==> src/rtl/irqc_pkg.sv <==
// Package: shared types for the eight-level interrupt controller.
// Assumes the command byte layout described in the brief.
package irqc_pkg;
    // Start-up sequencer states.
    typedef enum logic [2:0] {
        ST_IDLE, ST_BASE, ST_CASC, ST_MODE, ST_RUN
    } init_st_e;

    // Completion/priority word operation, taken from command bits 7:5.
    typedef enum logic [2:0] {
        OP_ROT_AUTO_OFF = 3'b000,
        OP_EOI_ANY      = 3'b001,
        OP_NOP          = 3'b010,
        OP_EOI_LVL      = 3'b011,
        OP_ROT_AUTO_ON  = 3'b100,
        OP_EOI_ANY_ROT  = 3'b101,
        OP_SET_LOW      = 3'b110,
        OP_EOI_LVL_ROT  = 3'b111
    } cmp_op_e;
endpackage

==> src/rtl/irqc_prio_find.sv <==
// Module: rotating priority finder.
// Finds the highest-ranked set bit of vec, where the level just above `low`
// ranks 0. Assumes N is a power of two. With no bit set: any=0, lvl=0, rank=N.
module irqc_prio_find #(
    parameter int N  = 8,
    parameter int LW = $clog2(N)
) (
    input  logic [N-1:0]  vec,
    input  logic [LW-1:0] low,
    output logic          any,
    output logic [LW-1:0] lvl,
    output logic [LW:0]   rank
);
    localparam int RW = LW + 1;

    logic [LW-1:0] idx;

    // Scan ranks from lowest to highest so the highest-ranked hit wins.
    always_comb begin
        any  = 1'b0;
        lvl  = '0;
        rank = RW'(N);
        idx  = '0;
        for (int i = N - 1; i >= 0; i--) begin
            idx = LW'(low + LW'(1) + LW'(i));
            if (vec[idx]) begin
                any  = 1'b1;
                lvl  = idx;
                rank = RW'(i);
            end
        end
    end
endmodule

==> src/rtl/irqc_req_latch.sv <==
// Module: request capture. Edge mode records rising inputs until they are
// acknowledged; level mode copies the inputs every cycle.
module irqc_req_latch #(
    parameter int N = 8
) (
    input  logic         clk,
    input  logic         rst_n,
    input  logic         clr_all,
    input  logic         level_mode,
    input  logic [N-1:0] irq_in,
    input  logic [N-1:0] ack_clr,
    output logic [N-1:0] irr
);
    logic [N-1:0] prev;
    logic [N-1:0] rise;

    assign rise = irq_in & ~prev;

    // Remember last input sample for edge detection.
    always_ff @(posedge clk) begin
        if (!rst_n) prev <= '0;
        else        prev <= irq_in;
    end

    // Update the pending register.
    always_ff @(posedge clk) begin
        if (!rst_n || clr_all) irr <= '0;
        else if (level_mode)   irr <= irq_in;
        else                   irr <= (irr | rise) & ~ack_clr;
    end

    // in edge mode a rising input not being cleared is pending next cycle.
    assert_edge_capture_R4: assert property (@(posedge clk) disable iff (!rst_n)
        (!level_mode && !clr_all && ((rise & ~ack_clr) != '0))
        |=> ((irr & $past(rise & ~ack_clr)) == $past(rise & ~ack_clr)));
endmodule

==> src/rtl/irqc_cfg_seq.sv <==
// Module: bus decode, start-up sequencer and configuration registers.
// Assumes single-cycle strobes. Completion and read/mode words are accepted
// only once start-up is complete.
module irqc_cfg_seq
    import irqc_pkg::*;
#(
    parameter int DW = 8
) (
    input  logic          clk,
    input  logic          rst_n,
    input  logic          bus_wr,
    input  logic          bus_rd,
    input  logic          bus_addr,
    input  logic [DW-1:0] bus_wdata,
    output logic          ready,
    output logic          init_pulse,
    output logic [DW-1:0] base,
    output logic [DW-1:0] casc,
    output logic [DW-1:0] imr,
    output logic          level_mode,
    output logic          auto_eoi,
    output logic          nested,
    output logic          smm,
    output logic          rd_isr,
    output logic          poll_pend,
    output logic          poll_rd,
    output logic          rot_auto,
    output logic          cmp_valid,
    output cmp_op_e       cmp_op,
    output logic [2:0]    cmp_lvl
);
    init_st_e st;
    logic     single, need_mode;
    logic     cmd_wr, dat_wr, rw_word;

    assign cmd_wr     = bus_wr & ~bus_addr;
    assign dat_wr     = bus_wr & bus_addr;
    assign ready      = (st == ST_RUN);
    assign init_pulse = cmd_wr & bus_wdata[4];
    assign cmp_valid  = cmd_wr & ~bus_wdata[4] & ~bus_wdata[3] & ready;
    assign rw_word    = cmd_wr & ~bus_wdata[4] & bus_wdata[3] & ready;
    assign cmp_op     = cmp_op_e'(bus_wdata[7:5]);
    assign cmp_lvl    = bus_wdata[2:0];
    assign poll_rd    = bus_rd & ~bus_addr & poll_pend;

    // Step the start-up sequence and store its words.
    always_ff @(posedge clk) begin
        if (!rst_n) begin
            st <= ST_IDLE; single <= 1'b0; need_mode <= 1'b0; level_mode <= 1'b0;
            base <= '0; casc <= '0; auto_eoi <= 1'b0; nested <= 1'b0;
        end else if (init_pulse) begin
            st         <= ST_BASE;
            level_mode <= bus_wdata[3];
            single     <= bus_wdata[1];
            need_mode  <= bus_wdata[0];
            auto_eoi   <= 1'b0;
            nested     <= 1'b0;
        end else if (dat_wr) begin
            case (st)
                ST_BASE: begin
                    base <= bus_wdata;
                    st   <= !single ? ST_CASC : (need_mode ? ST_MODE : ST_RUN);
                end
                ST_CASC: begin
                    casc <= bus_wdata;
                    st   <= need_mode ? ST_MODE : ST_RUN;
                end
                ST_MODE: begin
                    auto_eoi <= bus_wdata[1];
                    nested   <= bus_wdata[4];
                    st       <= ST_RUN;
                end
                default: ;
            endcase
        end
    end

    // Load the mask from data writes after start-up.
    always_ff @(posedge clk) begin
        if (!rst_n || init_pulse)  imr <= '0;
        else if (dat_wr && ready)  imr <= bus_wdata;
    end

    // Handle read-select, poll and special-mask words.
    always_ff @(posedge clk) begin
        if (!rst_n || init_pulse) begin
            rd_isr <= 1'b0; smm <= 1'b0; poll_pend <= 1'b0;
        end else if (rw_word) begin
            if (bus_wdata[1]) rd_isr <= bus_wdata[0];
            if (bus_wdata[6]) smm    <= bus_wdata[5];
            poll_pend <= bus_wdata[2];
        end else if (poll_rd) begin
            poll_pend <= 1'b0;
        end
    end

    // Enable or disable rotation on automatic completion.
    always_ff @(posedge clk) begin
        if (!rst_n || init_pulse)                          rot_auto <= 1'b0;
        else if (cmp_valid && cmp_op == OP_ROT_AUTO_ON)    rot_auto <= 1'b1;
        else if (cmp_valid && cmp_op == OP_ROT_AUTO_OFF)   rot_auto <= 1'b0;
    end

    // a start word always leaves the block not ready.
    assert_init_not_ready_R2: assert property (@(posedge clk) disable iff (!rst_n)
        init_pulse |=> !ready);
    // base write in single mode without a mode word finishes start-up.
    assert_skip_words_R2: assert property (@(posedge clk) disable iff (!rst_n)
        (st == ST_BASE && dat_wr && !init_pulse && single && !need_mode) |=> ready);
endmodule

==> src/rtl/irq_prio_ctrl.sv <==
// Module: top of the eight-level interrupt controller. Holds in-service state,
// rotation point and vector; ties capture, configuration and ranking together.
// Assumes at most one of acknowledge or completion word per cycle per level.
module irq_prio_ctrl
    import irqc_pkg::*;
#(
    parameter int NUM_IRQ = 8,
    parameter int DW      = 8
) (
    input  logic               clk,
    input  logic               rst_n,
    input  logic               bus_wr,
    input  logic               bus_rd,
    input  logic               bus_addr,
    input  logic [DW-1:0]      bus_wdata,
    output logic [DW-1:0]      bus_rdata,
    input  logic [NUM_IRQ-1:0] irq_in,
    input  logic               int_ack,
    output logic               int_req,
    output logic [DW-1:0]      vec_out,
    output logic [DW-1:0]      casc_cfg
);
    localparam int LW = $clog2(NUM_IRQ);
    localparam int NF = 2;              // finder 0: requests, finder 1: in-service
    localparam logic [LW-1:0] LOW_RST = LW'(NUM_IRQ - 1);

    logic ready, init_pulse, level_mode, auto_eoi, nested, smm, rd_isr;
    logic poll_pend, poll_rd, rot_auto, cmp_valid;
    cmp_op_e cmp_op;
    logic [2:0]         cmp_lvl;
    logic [DW-1:0]      base, imr;
    logic [NUM_IRQ-1:0] irr, isr, ack_clr, isr_set, isr_clr, cand;
    logic [LW-1:0]      low_pri;
    logic [NUM_IRQ-1:0] f_vec  [NF];
    logic               f_any  [NF];
    logic [LW-1:0]      f_lvl  [NF];
    logic [LW:0]        f_rank [NF];
    logic               pass, take;

    irqc_cfg_seq #(.DW(DW)) u_cfg (
        .clk(clk), .rst_n(rst_n), .bus_wr(bus_wr), .bus_rd(bus_rd),
        .bus_addr(bus_addr), .bus_wdata(bus_wdata), .ready(ready),
        .init_pulse(init_pulse), .base(base), .casc(casc_cfg), .imr(imr),
        .level_mode(level_mode), .auto_eoi(auto_eoi), .nested(nested),
        .smm(smm), .rd_isr(rd_isr), .poll_pend(poll_pend), .poll_rd(poll_rd),
        .rot_auto(rot_auto), .cmp_valid(cmp_valid), .cmp_op(cmp_op),
        .cmp_lvl(cmp_lvl)
    );

    irqc_req_latch #(.N(NUM_IRQ)) u_req (
        .clk(clk), .rst_n(rst_n), .clr_all(init_pulse), .level_mode(level_mode),
        .irq_in(irq_in), .ack_clr(ack_clr), .irr(irr)
    );

    assign cand     = smm ? (irr & ~imr & ~isr) : (irr & ~imr);
    assign f_vec[0] = cand;
    assign f_vec[1] = isr;

    for (genvar g = 0; g < NF; g++) begin : g_find
        irqc_prio_find #(.N(NUM_IRQ), .LW(LW)) u_find (
            .vec(f_vec[g]), .low(low_pri), .any(f_any[g]),
            .lvl(f_lvl[g]), .rank(f_rank[g])
        );
    end

    // Decide whether the best request may interrupt current service.
    always_comb begin
        pass = f_any[0] && (smm || !f_any[1] || (f_rank[0] < f_rank[1])
                            || (nested && f_rank[0] == f_rank[1]));
    end

    assign int_req = ready & pass;
    assign take    = int_req & (int_ack | poll_rd);
    assign ack_clr = take ? (NUM_IRQ'(1) << f_lvl[0]) : '0;
    assign isr_set = (take && !auto_eoi) ? (NUM_IRQ'(1) << f_lvl[0]) : '0;

    // Select which in-service bit a completion word retires.
    always_comb begin
        isr_clr = '0;
        if (cmp_valid) begin
            case (cmp_op)
                OP_EOI_ANY, OP_EOI_ANY_ROT:
                    if (f_any[1]) isr_clr = NUM_IRQ'(1) << f_lvl[1];
                OP_EOI_LVL, OP_EOI_LVL_ROT:
                    isr_clr = NUM_IRQ'(1) << cmp_lvl;
                default: ;
            endcase
        end
    end

    // Maintain the in-service register.
    always_ff @(posedge clk) begin
        if (!rst_n || init_pulse) isr <= '0;
        else                      isr <= (isr | isr_set) & ~isr_clr;
    end

    // Move the lowest-priority point on rotate commands.
    always_ff @(posedge clk) begin
        if (!rst_n || init_pulse) begin
            low_pri <= LOW_RST;
        end else if (cmp_valid && cmp_op == OP_EOI_ANY_ROT) begin
            if (f_any[1]) low_pri <= f_lvl[1];
        end else if (cmp_valid && (cmp_op == OP_EOI_LVL_ROT || cmp_op == OP_SET_LOW)) begin
            low_pri <= LW'(cmp_lvl);
        end else if (take && auto_eoi && rot_auto) begin
            low_pri <= f_lvl[0];
        end
    end

    // Capture the vector on acknowledge; no request yields base + 7.
    always_ff @(posedge clk) begin
        if (!rst_n)       vec_out <= '0;
        else if (int_ack) vec_out <= base + (int_req ? DW'(f_lvl[0]) : DW'(NUM_IRQ - 1));
    end

    // Read multiplexer for both ports.
    always_comb begin
        if (bus_addr)       bus_rdata = imr;
        else if (poll_pend) bus_rdata = {int_req, {(DW - LW - 1){1'b0}}, f_lvl[0]};
        else if (rd_isr)    bus_rdata = DW'(isr);
        else                bus_rdata = DW'(irr);
    end

    // start word empties the in-service register.
    assert_init_clears_R2: assert property (@(posedge clk) disable iff (!rst_n)
        init_pulse |=> (isr == '0));
    // a taken acknowledge marks its level in service unless auto completion.
    assert_ack_marks_R6: assert property (@(posedge clk) disable iff (!rst_n)
        (int_ack && int_req && !auto_eoi && !cmp_valid && !init_pulse)
        |=> isr[$past(f_lvl[0])]);
    // acknowledge without a request returns base + 7.
    assert_spurious_vec_R6: assert property (@(posedge clk) disable iff (!rst_n)
        (int_ack && !int_req) |=> (vec_out == $past(base) + DW'(NUM_IRQ - 1)));
    // any-level completion retires the top in-service level.
    assert_eoi_any_R7: assert property (@(posedge clk) disable iff (!rst_n)
        (cmp_valid && cmp_op == OP_EOI_ANY && f_any[1] && !take)
        |=> !isr[$past(f_lvl[1])]);
endmodule

==> config.mk <==
export PLATFORM = sky130hd
export DESIGN_NAME = irq_prio_ctrl
export DESIGN_NICKNAME = d
export VERILOG_FILES = /design/src/rtl/irqc_pkg.sv /design/src/rtl/irqc_prio_find.sv /design/src/rtl/irqc_req_latch.sv /design/src/rtl/irqc_cfg_seq.sv /design/src/rtl/irq_prio_ctrl.sv
export SDC_FILE = /design/constraint.sdc
export NUM_CORES = 1
export LEC_CHECK = 0
export ABC_AREA = 1
export BUFFER_PORTS_ARGS = -buffer_cell sky130_fd_sc_hd__buf_2
export CORE_MARGIN = 1.5
export CORE_UTILIZATION = 45
export CTS_BUF_LIST = sky130_fd_sc_hd__clkbuf_4 sky130_fd_sc_hd__clkbuf_8
export DETAILED_ROUTE_END_ITERATION = 7
export PLACE_DENSITY = 0.64
export SYNTH_ARGS = -nofsm -noshare
export SYNTH_HDL_FRONTEND = slang
export SYNTH_HIERARCHICAL = 1
export SYNTH_SLANG_ARGS = --single-unit
==> constraint.sdc <==
create_clock -name clk -period 11.7 [get_ports clk]
set_input_delay 0.585 -clock clk [delete_from_list [all_inputs] [get_ports clk]]
set_output_delay 0.585 -clock clk [all_outputs]
set_load 0.01 [all_outputs]
==> flow_metrics.py, run 1 <==
metrics = {
    "outcome": {
        "status": "finished clean",
    },
    "critical_path": {
        "critPathRequiredTime_ns": 11.93,
        "critical_path_buf_inv_count": 8,
        "critical-path-top-delay-family": "simple AND/OR/NAND/NOR gates",
        "critPathKind": "flip-flop to flip-flop",
        "cp.arrival_ns": 5.48,
        "critPathMostFrequentCell": "nand2_1",
        "worstSetupStartpointType": "flip-flop",
        "end_kind": "flip-flop",
        "critPathMaxFanout": 20,
        "cpMaxStageDelayCell": "dfxtp_1",
        "slowest_delay_ns": 0.69,
    },
    "synthesis": {
        "yosys_warnings": 6,
        "synth-async-reset-ratio_pct": 0,
        "avgSynthCellArea_um2": 5.943,
        "syn-num-nets": 1022,
        "synthDistinctLibCells": 43,
        "synthCells": 988,
        "yosysSeqAreaShare_pct": 24.21,
        "yosys_register_bits": 71,
        "synth_top_area_cell": "dfxtp_1",
        "synth_edf_count": 0,
        "synth_top_area_share_pct": 24.21,
        "synthTopCellsByArea": "dfxtp_1 (24%), nand2_1 (21%), inv_1 (8.0%), nor2_1 (6.8%), nand2_2 (6.0%)",
        "synth_ff_type": "dfxtp_1",
        "synth_area_mm2": 0.005872,
    },
    "routing": {
        "post_drt_wl_per_cell_um": 12.50,
        "via_count": 5844,
        "wirelength_mm": 14.96,
        "drt_iter0_drc": 402,
        "via_per_inst": 4.882,
        "final_antenna_net_count": 0,
        "drc": 0,
        "first_pass_iters": 5,
    },
    "pwr": {
        "p_per_area_mw_per_mm2": 92.97,
        "leakagePower_uw": 0.003207,
        "power.share.clock_pct": 37.4,
        "peakVddDrop_uv": 66.92,
        "p_sw_uw": 181.2,
        "p_sw_share_pct": 30.87,
        "p_seq_share_pct": 43.3,
        "power_frac_comb_pct": 19.3,
        "internal-power_uw": 405.6,
    },
    "clock_tree": {
        "max-clock-path-buffers": 2,
        "cts-resized-gates": 0,
        "cts_root_buffer": "clkbuf_8",
        "postCtsSetupBuffers": 0,
        "h-tree-depth": 3,
        "cts.sinks": 71,
        "cts_made_buffers": 9,
        "clock_latency_ns": 0.35,
        "path_clk_slew_ns": 0.08,
        "cts_tree": "done",
        "cts_hold_buf": 0,
    },
    "timing": {
        "clock_skew_ns": 0.005056,
        "tns_ns": 0,
        "fmax_mhz": 190.7,
        "hold_viol_final": 0,
        "finalCriticalPeriod_ns": 5.245,
        "slew-limit-headroom_pct": 35.94,
        "worstMarginPinSlew_ns": 0.9536,
        "min_period_over_period_pct": 44.82,
        "rsz0062_at_grt": "false",
        "slew_viol_final": 0,
        "setup-violations-final": 0,
    },
    "cells_and_area": {
        "num_antenna_cells": 0,
        "synthToLayoutAreaGrowth_pct": 7.479,
        "final_cell_mix": "nand2_1 (324), inv_1 (125), nor2_1 (106)",
        "multiInputGateArea_mm2": 0.003640,
        "ff_latch_area_mm2": 0.001421,
        "n_fill_cell": 1412,
        "fin_area_mm2": 0.006311,
        "layout_commonest_cell": "nand2_1",
        "num-nets-final": 1054,
        "post-route-util_pct": 49.81,
        "drive_gt1_share_pct": 18.44,
    },
    "worst_hold_path": {
        "hold_path_class": "input pin to flip-flop",
    },
    "floorplanning": {
        "dieWidth_um": 117.2,
        "rows": 41,
        "start_util_pct": 46.34,
        "die_area_mm2": 0.01374,
        "fp.dieH_um": 117.2,
        "pin_count": 47,
        "core_area_mm2": 0.01267,
    },
    "grt": {
        "antenna_found_initial": 0,
        "grt_max_degree": 36,
        "globalRoute.totalOverflow": 0,
        "grt_pass1_vias": 5254,
        "grt_use_total_pct": 22.75,
        "grt_pass1_wl_mm": 24.59,
    },
    "placement": {
        "port_buffers": 46,
        "post_dp_cell_area_mm2": 0.006092,
        "gp_congestion": 0.9575,
        "hpwl_mm": 11.89,
    },
    "run": {
        "cap_violations": 0,
    },
}
==> cell families after synthesis <==
| group | after synthesis | share of synthesized area [%] |
|---|---|---|
| and+or+nand+nor | 599 | 46.60 |
| xor gates and xnor gates | 4 | 0.5967 |
| adders and majority gates | 12 | 2.685 |
| AOI/OAI and AO/OA | 126 | 12.10 |
| buffers and inverters | 176 | 13.81 |
| DFF | 71 | 24.21 |
==> synthesized netlist by cell type (4+ instances only) <==
library cell,number
a21oi_2,5
ha_1,11
o21ai_0,42
o22ai_1,15
buf_6,7
nand4_1,4
nor2_2,11
nand3_1,63
nand2_2,56
buf_4,10
inv_2,21
dfxtp_1,71
nor2_4,12
nand2_1,324
inv_1,125
a21oi_1,52
nand3_2,10
nor2_1,106
==> power groups by stage <==
stage          registers, uW  logic (uW)  clock network [uW]
5_1_grt                  255         129                 233
3_3_place_gp             260         112                   0
3_5_place_dp             260         113                   0
2_1_floorplan            259        83.4                   0
4_1_cts                  254         113                 226
6_report                 254         113                 219
==> flip-flops by register name, indices dropped and copies added, names as in the netlist, 3 cells and up <==
name	cells
isr	8
low_pri	3
u_cfg/base	8
u_cfg/casc	8
u_cfg/imr	8
u_cfg/st	3
u_req/irr	8
u_req/prev	8
vec_out	8
==> metal layers <==
metal	vias to the layer above	wire length [um]	track usage, %
li1	3139	-	-
met4	0	243	7.149
met1	2558	7211	30.45
met2	129	6878	38.18
met5	-	0	0
met3	18	623	2.832
==> path summary, 6_finish.rpt <==
path                start       endpoint  slack (ns)  cells past startpoint
max reg2reg    low_pri[0]     vec_out[6]        6.46                     31
min             irq_in[5]  u_req/prev[5]        0.44                      3
max            low_pri[0]     vec_out[6]        6.46                     31
min reg2reg  u_cfg/imr[1]   u_cfg/imr[1]        0.47                      2
==> per-stage QoR <==
step | instances | hold slack (ns) | worst slack [ns] | total power [uW]
6_report | 1197 | 0.4365 | 6.455 | 586.8
5_1_grt | 1197 | 0.4261 | 5.885 | 617.3
4_1_cts | 1197 | 0.4163 | 6.459 | 592.7
3_5_place_dp | 1181 | 0.4575 | 6.491 | 372.4
3_3_place_gp | 1181 | 0.4527 | 6.584 | 372.2
2_1_floorplan | 988 | 0.4388 | 7.368 | 342.4
==> tightest hold or removal path, delay by kind of cell <==
family	cells	cell delay, ns
buffers and inverters	2	0.14
AND/OR/NAND/NOR	1	0.04
==> final cells by class <==
type                    count  area share (%)
clock buffers               9           1.963
clock inverters             7           1.507
inverters                 150           9.159
multi-input cells         741           57.67
flip-flops and latches     71           22.52
well taps                 172           3.410
repair buffers             47           3.767
(Power assumes the default switching activity.)
==> run 2: changes to the inputs <==
--- a/config.mk
+++ b/config.mk
@@ -5,7 +5,7 @@
 export SDC_FILE = /design/constraint.sdc
 export NUM_CORES = 1
 export LEC_CHECK = 0
-export ABC_AREA = 1
+export ABC_AREA = 0
 export BUFFER_PORTS_ARGS = -buffer_cell sky130_fd_sc_hd__buf_2
 export CORE_MARGIN = 1.5
 export CORE_UTILIZATION = 45
==> constraint.sdc (replaced) <==
create_clock -name clk -period 5 [get_ports clk]
set_input_delay 0.25 -clock clk [delete_from_list [all_inputs] [get_ports clk]]
set_output_delay 0.25 -clock clk [all_outputs]
set_load 0.01 [all_outputs]
==> run 2 against run 1 <==
Against the previous run: fmax increased by 12%; register-to-register slack got worse by 6.1 ns; via count decreased by 4.3%; critical path depth decreased by 13; largest power group unchanged.
==> flow_metrics.py, run 2 <==
metrics = {
    "run": {
        "cap_violations": 0,
    },
    "outcome": {
        "status": "finished clean",
    },
    "floorplanning": {
        "pin_count": 47,
        "core_area_mm2": 0.01314,
        "dieWidth_um": 118.8,
        "die_area_mm2": 0.01411,
        "start_util_pct": 45.92,
        "rows": 42,
        "fp.dieH_um": 118.8,
    },
    "critical_path": {
        "r2r_cells": 18,
        "critical_path_buf_inv_count": 1,
        "critical-path-top-delay-family": "compound AO/OA/AOI/OAI gates",
        "crit-reg2reg-launch": "u_cfg/smm",
        "critPathMaxFanout": 10,
        "timing.rr.end": "vec_out[6]",
        "cp.arrival_ns": 4.93,
        "worstSetupStartpointType": "flip-flop",
        "r2r_slack_ns": 0.33,
        "end_kind": "flip-flop",
        "cp.depth": 18,
        "slowest_delay_ns": 0.64,
        "cp-endpoint": "vec_out[6]",
        "cpMaxStageDelayCell": "dfxtp_1",
        "cp-startpoint": "u_cfg/smm",
        "crit_chain": "a211oi_2 -> buf_4 -> mux2_2 -> mux4_2 -> a211o_1 -> o21ba_2 -> ha_1 -> nor2b_1 -> o211ai_1 -> a21o_2 -> nand2b_1 -> ha_1 -> fa_1 -> a21oi_1 -> nor2b_1 -> nand3_1 -> xor2_1 -> a211oi_1",
        "critPathKind": "flip-flop to flip-flop",
        "critPathRequiredTime_ns": 5.26,
    },
    "timing": {
        "min_period_over_period_pct": 93.40,
        "tns_ns": 0,
        "hold_viol_final": 0,
        "setup-violations-final": 0,
        "worstMarginPinSlew_ns": 1.111,
        "fmax_mhz": 214.1,
        "rsz0062_at_grt": "false",
        "slew-limit-headroom_pct": 25.41,
        "hold_ws_ns": 0.1075,
        "slew_viol_final": 0,
        "finalCriticalPeriod_ns": 4.670,
        "clock_skew_ns": 0.01195,
    },
    "routing": {
        "post_drt_wl_per_cell_um": 18.88,
        "wirelength_mm": 17.14,
        "via_count": 5590,
        "final_antenna_net_count": 0,
        "drc": 0,
        "drt_iter0_drc": 366,
        "via_per_inst": 6.156,
        "first_pass_iters": 5,
    },
    "cells_and_area": {
        "num-nets-final": 762,
        "final_cell_mix": "dfxtp_1 (70), nor2_1 (69), mux2i_1 (55)",
        "layout_commonest_cell": "dfxtp_1",
        "post-route-util_pct": 50.74,
        "fin_cells": 908,
        "num_antenna_cells": 0,
        "drive_gt1_share_pct": 23.36,
        "synthToLayoutAreaGrowth_pct": 10.49,
    },
    "worst_hold_path": {
        "hold_path_class": "input pin to flip-flop",
        "whs_path_depth": 2,
    },
    "grt": {
        "grt_max_degree": 51,
        "grt_use_total_pct": 24.48,
        "grt_pass1_wl_mm": 27.72,
        "grt_pass1_vias": 5423,
        "globalRoute.totalOverflow": 0,
        "antenna_found_initial": 0,
    },
    "synthesis": {
        "synth_commonest_cells": "dfxtp_1 (71), nor2_1 (69), mux2i_1 (59), nand2_1 (40), inv_1 (34)",
        "avgSynthCellArea_um2": 8.681,
        "yosys_register_bits": 71,
        "synth.most_common_cell": "dfxtp_1",
        "synthTopCellsByArea": "dfxtp_1 (24%), mux2i_1 (9.8%), mux4_2 (6.7%), nor2_1 (4.3%), mux2_2 (3.4%)",
        "syn-num-nets": 729,
        "synth_ff_type": "dfxtp_1",
        "synthCells": 695,
        "synth_edf_count": 0,
        "synthDistinctLibCells": 75,
        "synth_top_area_share_pct": 23.56,
        "yosysSeqAreaShare_pct": 23.56,
        "synth_top_area_cell": "dfxtp_1",
        "yosys_warnings": 6,
        "synth_area_mm2": 0.006033,
        "synth-async-reset-ratio_pct": 0,
    },
    "clock_tree": {
        "h-tree-depth": 3,
        "path_clk_slew_ns": 0.08,
        "cts_made_buffers": 9,
        "cts_tree": "done",
        "cts.sinks": 71,
        "clock_latency_ns": 0.35,
        "max-clock-path-buffers": 2,
        "cts_hold_buf": 0,
        "cts_root_buffer": "clkbuf_8",
    },
    "placement": {
        "hpwl_mm": 12.77,
        "dp_cells": 892,
        "port_buffers": 46,
        "gp_congestion": 0.9319,
    },
    "pwr": {
        "p_per_area_mw_per_mm2": 206.6,
        "peakVddDrop_uv": 196.3,
        "leakagePower_uw": 0.002703,
    },
}
==> run 2: layout make-up <==
class                           instances  area [um2]
Inverter                               34       127.6
Sequential cell                        71        1423
Tap cell                              176       220.2
Multi-Input combinational cell        537        4225
Clock buffer                            9       123.9
Timing Repair Buffer                   75       460.4
Clock inverter                          6       86.33
Fill cell                            1258        6471
==> run 2: repair_timing <==
| action | in CTS | in global routing |
|---|---|---|
| resized for setup | 0 | 22 |
| endpoints found under the hold margin | 0 | 0 |
| setup buffers | 0 | 1 |
| setup endpoints to repair | 0 | 6 |
==> run 2: worst min-delay path by stage <==
stage             startpoint            end  slack, ns
6_report           irq_in[5]  u_req/prev[5]       0.11
5_1_grt            irq_in[5]  u_req/prev[5]       0.08
4_1_cts            irq_in[6]  u_req/prev[6]        0.1
3_5_place_dp   u_cfg/base[0]  u_cfg/base[0]       0.45
3_3_place_gp   u_cfg/base[0]  u_cfg/base[0]       0.45
2_1_floorplan      irq_in[0]  u_req/prev[0]       0.37
==> run 2: cells by family (layout without fill, tap and decap cells) <==
kind of cell	after synthesis	in the layout	synth area share, %
compound gates	166	166	19.60
xor+xnor	14	14	2.986
fa+ha+maj	12	12	2.613
buf+inv	87	124	7.735
flops	71	71	23.56
mux	101	101	21.73
simple gates	244	244	21.77
==> run 2: stage by stage <==
step                      cell area, um2  setup WS [ns]  total power [uW]
after global placement              6356         0.3804             875.8
final                               6666         0.3302              1377
after floorplan                     6035       0.005139             798.8
after global routing                6666       0.001377              1441
after CTS                           6566         0.2136              1377
after detailed placement            6356         0.2420             883.4
==> run 2: power breakdown <==
part	total, uW	internal [uW]	switching (uW)
clock	498	277	221
combinational	284	120	164
sequential	595	582	13.9
total	1380	978	399
==> run 2: per-layer routing <==
layer  global-route usage [%]  wire [um]
met1                    30.51       7329
met2                    42.66       8515
met3                    3.330        808
met4                    9.789        491
met5                        0          0
==> run 3: changes to the inputs <==
--- a/config.mk
+++ b/config.mk
@@ -11,6 +11,8 @@
 export CORE_UTILIZATION = 45
 export CTS_BUF_LIST = sky130_fd_sc_hd__clkbuf_4 sky130_fd_sc_hd__clkbuf_8
 export DETAILED_ROUTE_END_ITERATION = 7
+export GPL_ROUTABILITY_DRIVEN = 0
+export MAX_ROUTING_LAYER = met4
 export PLACE_DENSITY = 0.64
 export SYNTH_ARGS = -nofsm -noshare
 export SYNTH_HDL_FRONTEND = slang
==> run 3 against run 2 <==
Against the previous run: non-clock buffer count is 6 lower; worst setup slack better by 0.063 ns; critical endpoint unchanged; highest routed layer unchanged; sequential share of layout area is 0.18 points higher; flip-flop and latch count stayed put; die area stayed put; hold slack worse by 0.0035 ns; critical path depth is 3 higher; sequential power hardly changed; final cell count is 0.55% lower.
==> flow_metrics.py, run 3 (synthesis gave the netlist of run 2 again) <==
metrics = {
    "worst_hold_path": {
        "min_to": "u_req/prev[5]",
        "hold_path_class": "input pin to flip-flop",
        "min_from": "irq_in[5]",
        "whs_path_depth": 2,
    },
    "run": {
        "cap_violations": 0,
    },
    "critical_path": {
        "r2r_cells": 21,
        "timing.rr.end": "vec_out[6]",
        "critPathMaxFanout": 10,
        "critPathMostFrequentCell": "ha_1",
        "cp.arrival_ns": 4.89,
        "cpMaxStageDelayCell": "mux4_2",
        "crit-reg2reg-launch": "low_pri[0]",
        "slowest_delay_ns": 0.61,
        "worstSetupStartpointType": "flip-flop",
        "critPathRequiredTime_ns": 5.28,
        "end_kind": "flip-flop",
        "critPathKind": "flip-flop to flip-flop",
        "crit_chain": "inv_1 -> ha_1 -> buf_4 -> mux4_2 -> nor3_1 -> a311oi_1 -> nor3b_1 -> o21ba_2 -> inv_1 -> ha_1 -> nor2b_1 -> o211ai_1 -> a21o_2 -> nand2b_1 -> ha_1 -> fa_1 -> a21oi_1 -> nor2b_1 -> nand3_1 -> xor2_1 -> a211oi_1",
        "r2r_slack_ns": 0.39,
    },
    "routing": {
        "via_per_inst": 6.146,
        "post_drt_wl_per_cell_um": 18.64,
        "via_count": 5550,
        "wirelength_mm": 16.84,
        "drc": 0,
        "drt_iter0_drc": 646,
        "final_antenna_net_count": 0,
        "first_pass_iters": 6,
    },
    "grt": {
        "grt_use_total_pct": 24.53,
        "grt_max_degree": 51,
        "busiest_layer": "met2",
        "grt_pass1_vias": 5262,
        "globalRoute.totalOverflow": 0,
        "globalRouteMet1Util_pct": 31.29,
        "met2_usage_pct": 38.63,
        "grt.met3_usage_pct": 3.378,
        "grt_pass1_wl_mm": 27.08,
        "antenna_found_initial": 0,
    },
    "pwr": {
        "power_frac_comb_pct": 20.7,
        "peakVddDrop_uv": 161.6,
        "leakagePower_uw": 0.002691,
        "power.share.clock_pct": 35.5,
        "p_sw_share_pct": 30.97,
        "fin_total_pwr_uw": 1359,
        "p_sw_uw": 421.0,
        "internal-power_uw": 938.3,
        "p_seq_share_pct": 43.7,
        "p_per_area_mw_per_mm2": 205.5,
    },
    "placement": {
        "post_dp_cell_area_mm2": 0.006319,
        "hpwl_mm": 12.21,
        "place_ws_ns": 0.06370,
        "port_buffers": 46,
    },
    "clock_tree": {
        "cts_hold_buf": 0,
        "max-clock-path-buffers": 2,
        "cts_made_buffers": 9,
        "cts_tree": "done",
        "h-tree-depth": 3,
        "cts_root_buffer": "clkbuf_8",
        "postCtsSetupBuffers": 0,
        "cts.sinks": 71,
        "cts-resized-gates": 0,
        "clock_latency_ns": 0.36,
        "path_clk_slew_ns": 0.09,
    },
    "timing": {
        "hold_viol_final": 0,
        "rsz0062_at_grt": "false",
        "setup-violations-final": 0,
        "slew_viol_final": 0,
        "slew-limit-headroom_pct": 33.15,
        "fmax_mhz": 217.1,
        "clock_skew_ns": 0.008504,
        "tns_ns": 0,
        "finalCriticalPeriod_ns": 4.607,
        "worstMarginPinSlew_ns": 0.9959,
        "min_period_over_period_pct": 92.14,
        "layout_setup_ws_ns": 0.3928,
    },
    "floorplanning": {
        "fp.dieH_um": 118.8,
        "pin_count": 47,
        "start_util_pct": 45.92,
        "rows": 42,
        "die_area_mm2": 0.01411,
        "dieWidth_um": 118.8,
        "core_area_mm2": 0.01314,
    },
    "cells_and_area": {
        "drive_gt1_share_pct": 22.56,
        "fin_area_mm2": 0.006615,
        "final_cell_mix": "nor2_1 (69), dfxtp_1 (69), mux2i_1 (59)",
        "num_antenna_cells": 0,
        "ff_latch_area_mm2": 0.001424,
        "n_fill_cell": 1254,
        "multiInputGateArea_mm2": 0.004237,
        "synthToLayoutAreaGrowth_pct": 9.643,
        "num-nets-final": 756,
    },
    "outcome": {
        "status": "finished clean",
    },
}
[run 3: cell count changes in the layout (fill, tap and decap cells not counted), sizes merged]
cell	change
buf	-6
inv	+2
bufinv	-1
clkbuf	+1
clkinv	-1
[run 3: layout make-up]
| cell class | count | area share, % |
|---|---|---|
| Inverter | 34 | 1.929 |
| Clock buffer | 10 | 1.986 |
| Multi-Input combinational cell | 537 | 64.04 |
| Tap cell | 176 | 3.329 |
| Sequential cell | 71 | 21.52 |
| Timing Repair Buffer | 69 | 6.147 |
| Clock inverter | 6 | 1.040 |
[run 3: how the worst max path moves through the flow]
stage | to | from
global route | vec_out[6] | low_pri[0]
floorplan | vec_out[6] | low_pri[0]
global placement | vec_out[6] | u_cfg/smm
finish | vec_out[6] | low_pri[0]
CTS | vec_out[6] | u_cfg/smm
detailed placement | vec_out[6] | u_cfg/smm
[run 3: layer usage]
layer / vias to the layer above / part of all wire, %
li1: 2607 / -
met1: 2663 / 44
met2: 237 / 47
met3: 43 / 5.8
met4: 0 / 3.4
met5: - / 0
[run 3: per-stage QoR]
| step | cells | hold WS [ns] | util [%] |
|---|---|---|---|
| 4_1_cts | 903 | 0.1024 | 49.62 |
| 3_3_place_gp | 887 | 0.4511 | 48.10 |
| 6_report | 903 | 0.1040 | 50.35 |
| 5_1_grt | 903 | 0.1032 | 50.35 |
| 2_1_floorplan | 695 | 0.3717 | - |
| 3_5_place_dp | 887 | 0.4542 | 48.10 |
[run 3: worst max-delay path: cells and delay by family (launching register included)]
kind,cells,cell delay [ns]
fa+ha+maj,4,1.26
compound gates,6,1.02
simple gates,6,0.87
mux,1,0.61
flops,1,0.35
buf+inv,3,0.32
xor+xnor,1,0.07
[run 3: power groups by stage]
| stage | registers [uW] | logic [uW] | clock network (uW) |
|---|---|---|---|
| after detailed placement | 608 | 271 | 0 |
| final | 595 | 282 | 483 |
| after CTS | 594 | 272 | 489 |
| after floorplan | 604 | 195 | 0 |
| after global routing | 597 | 306 | 513 |
| after global placement | 607 | 264 | 0 |
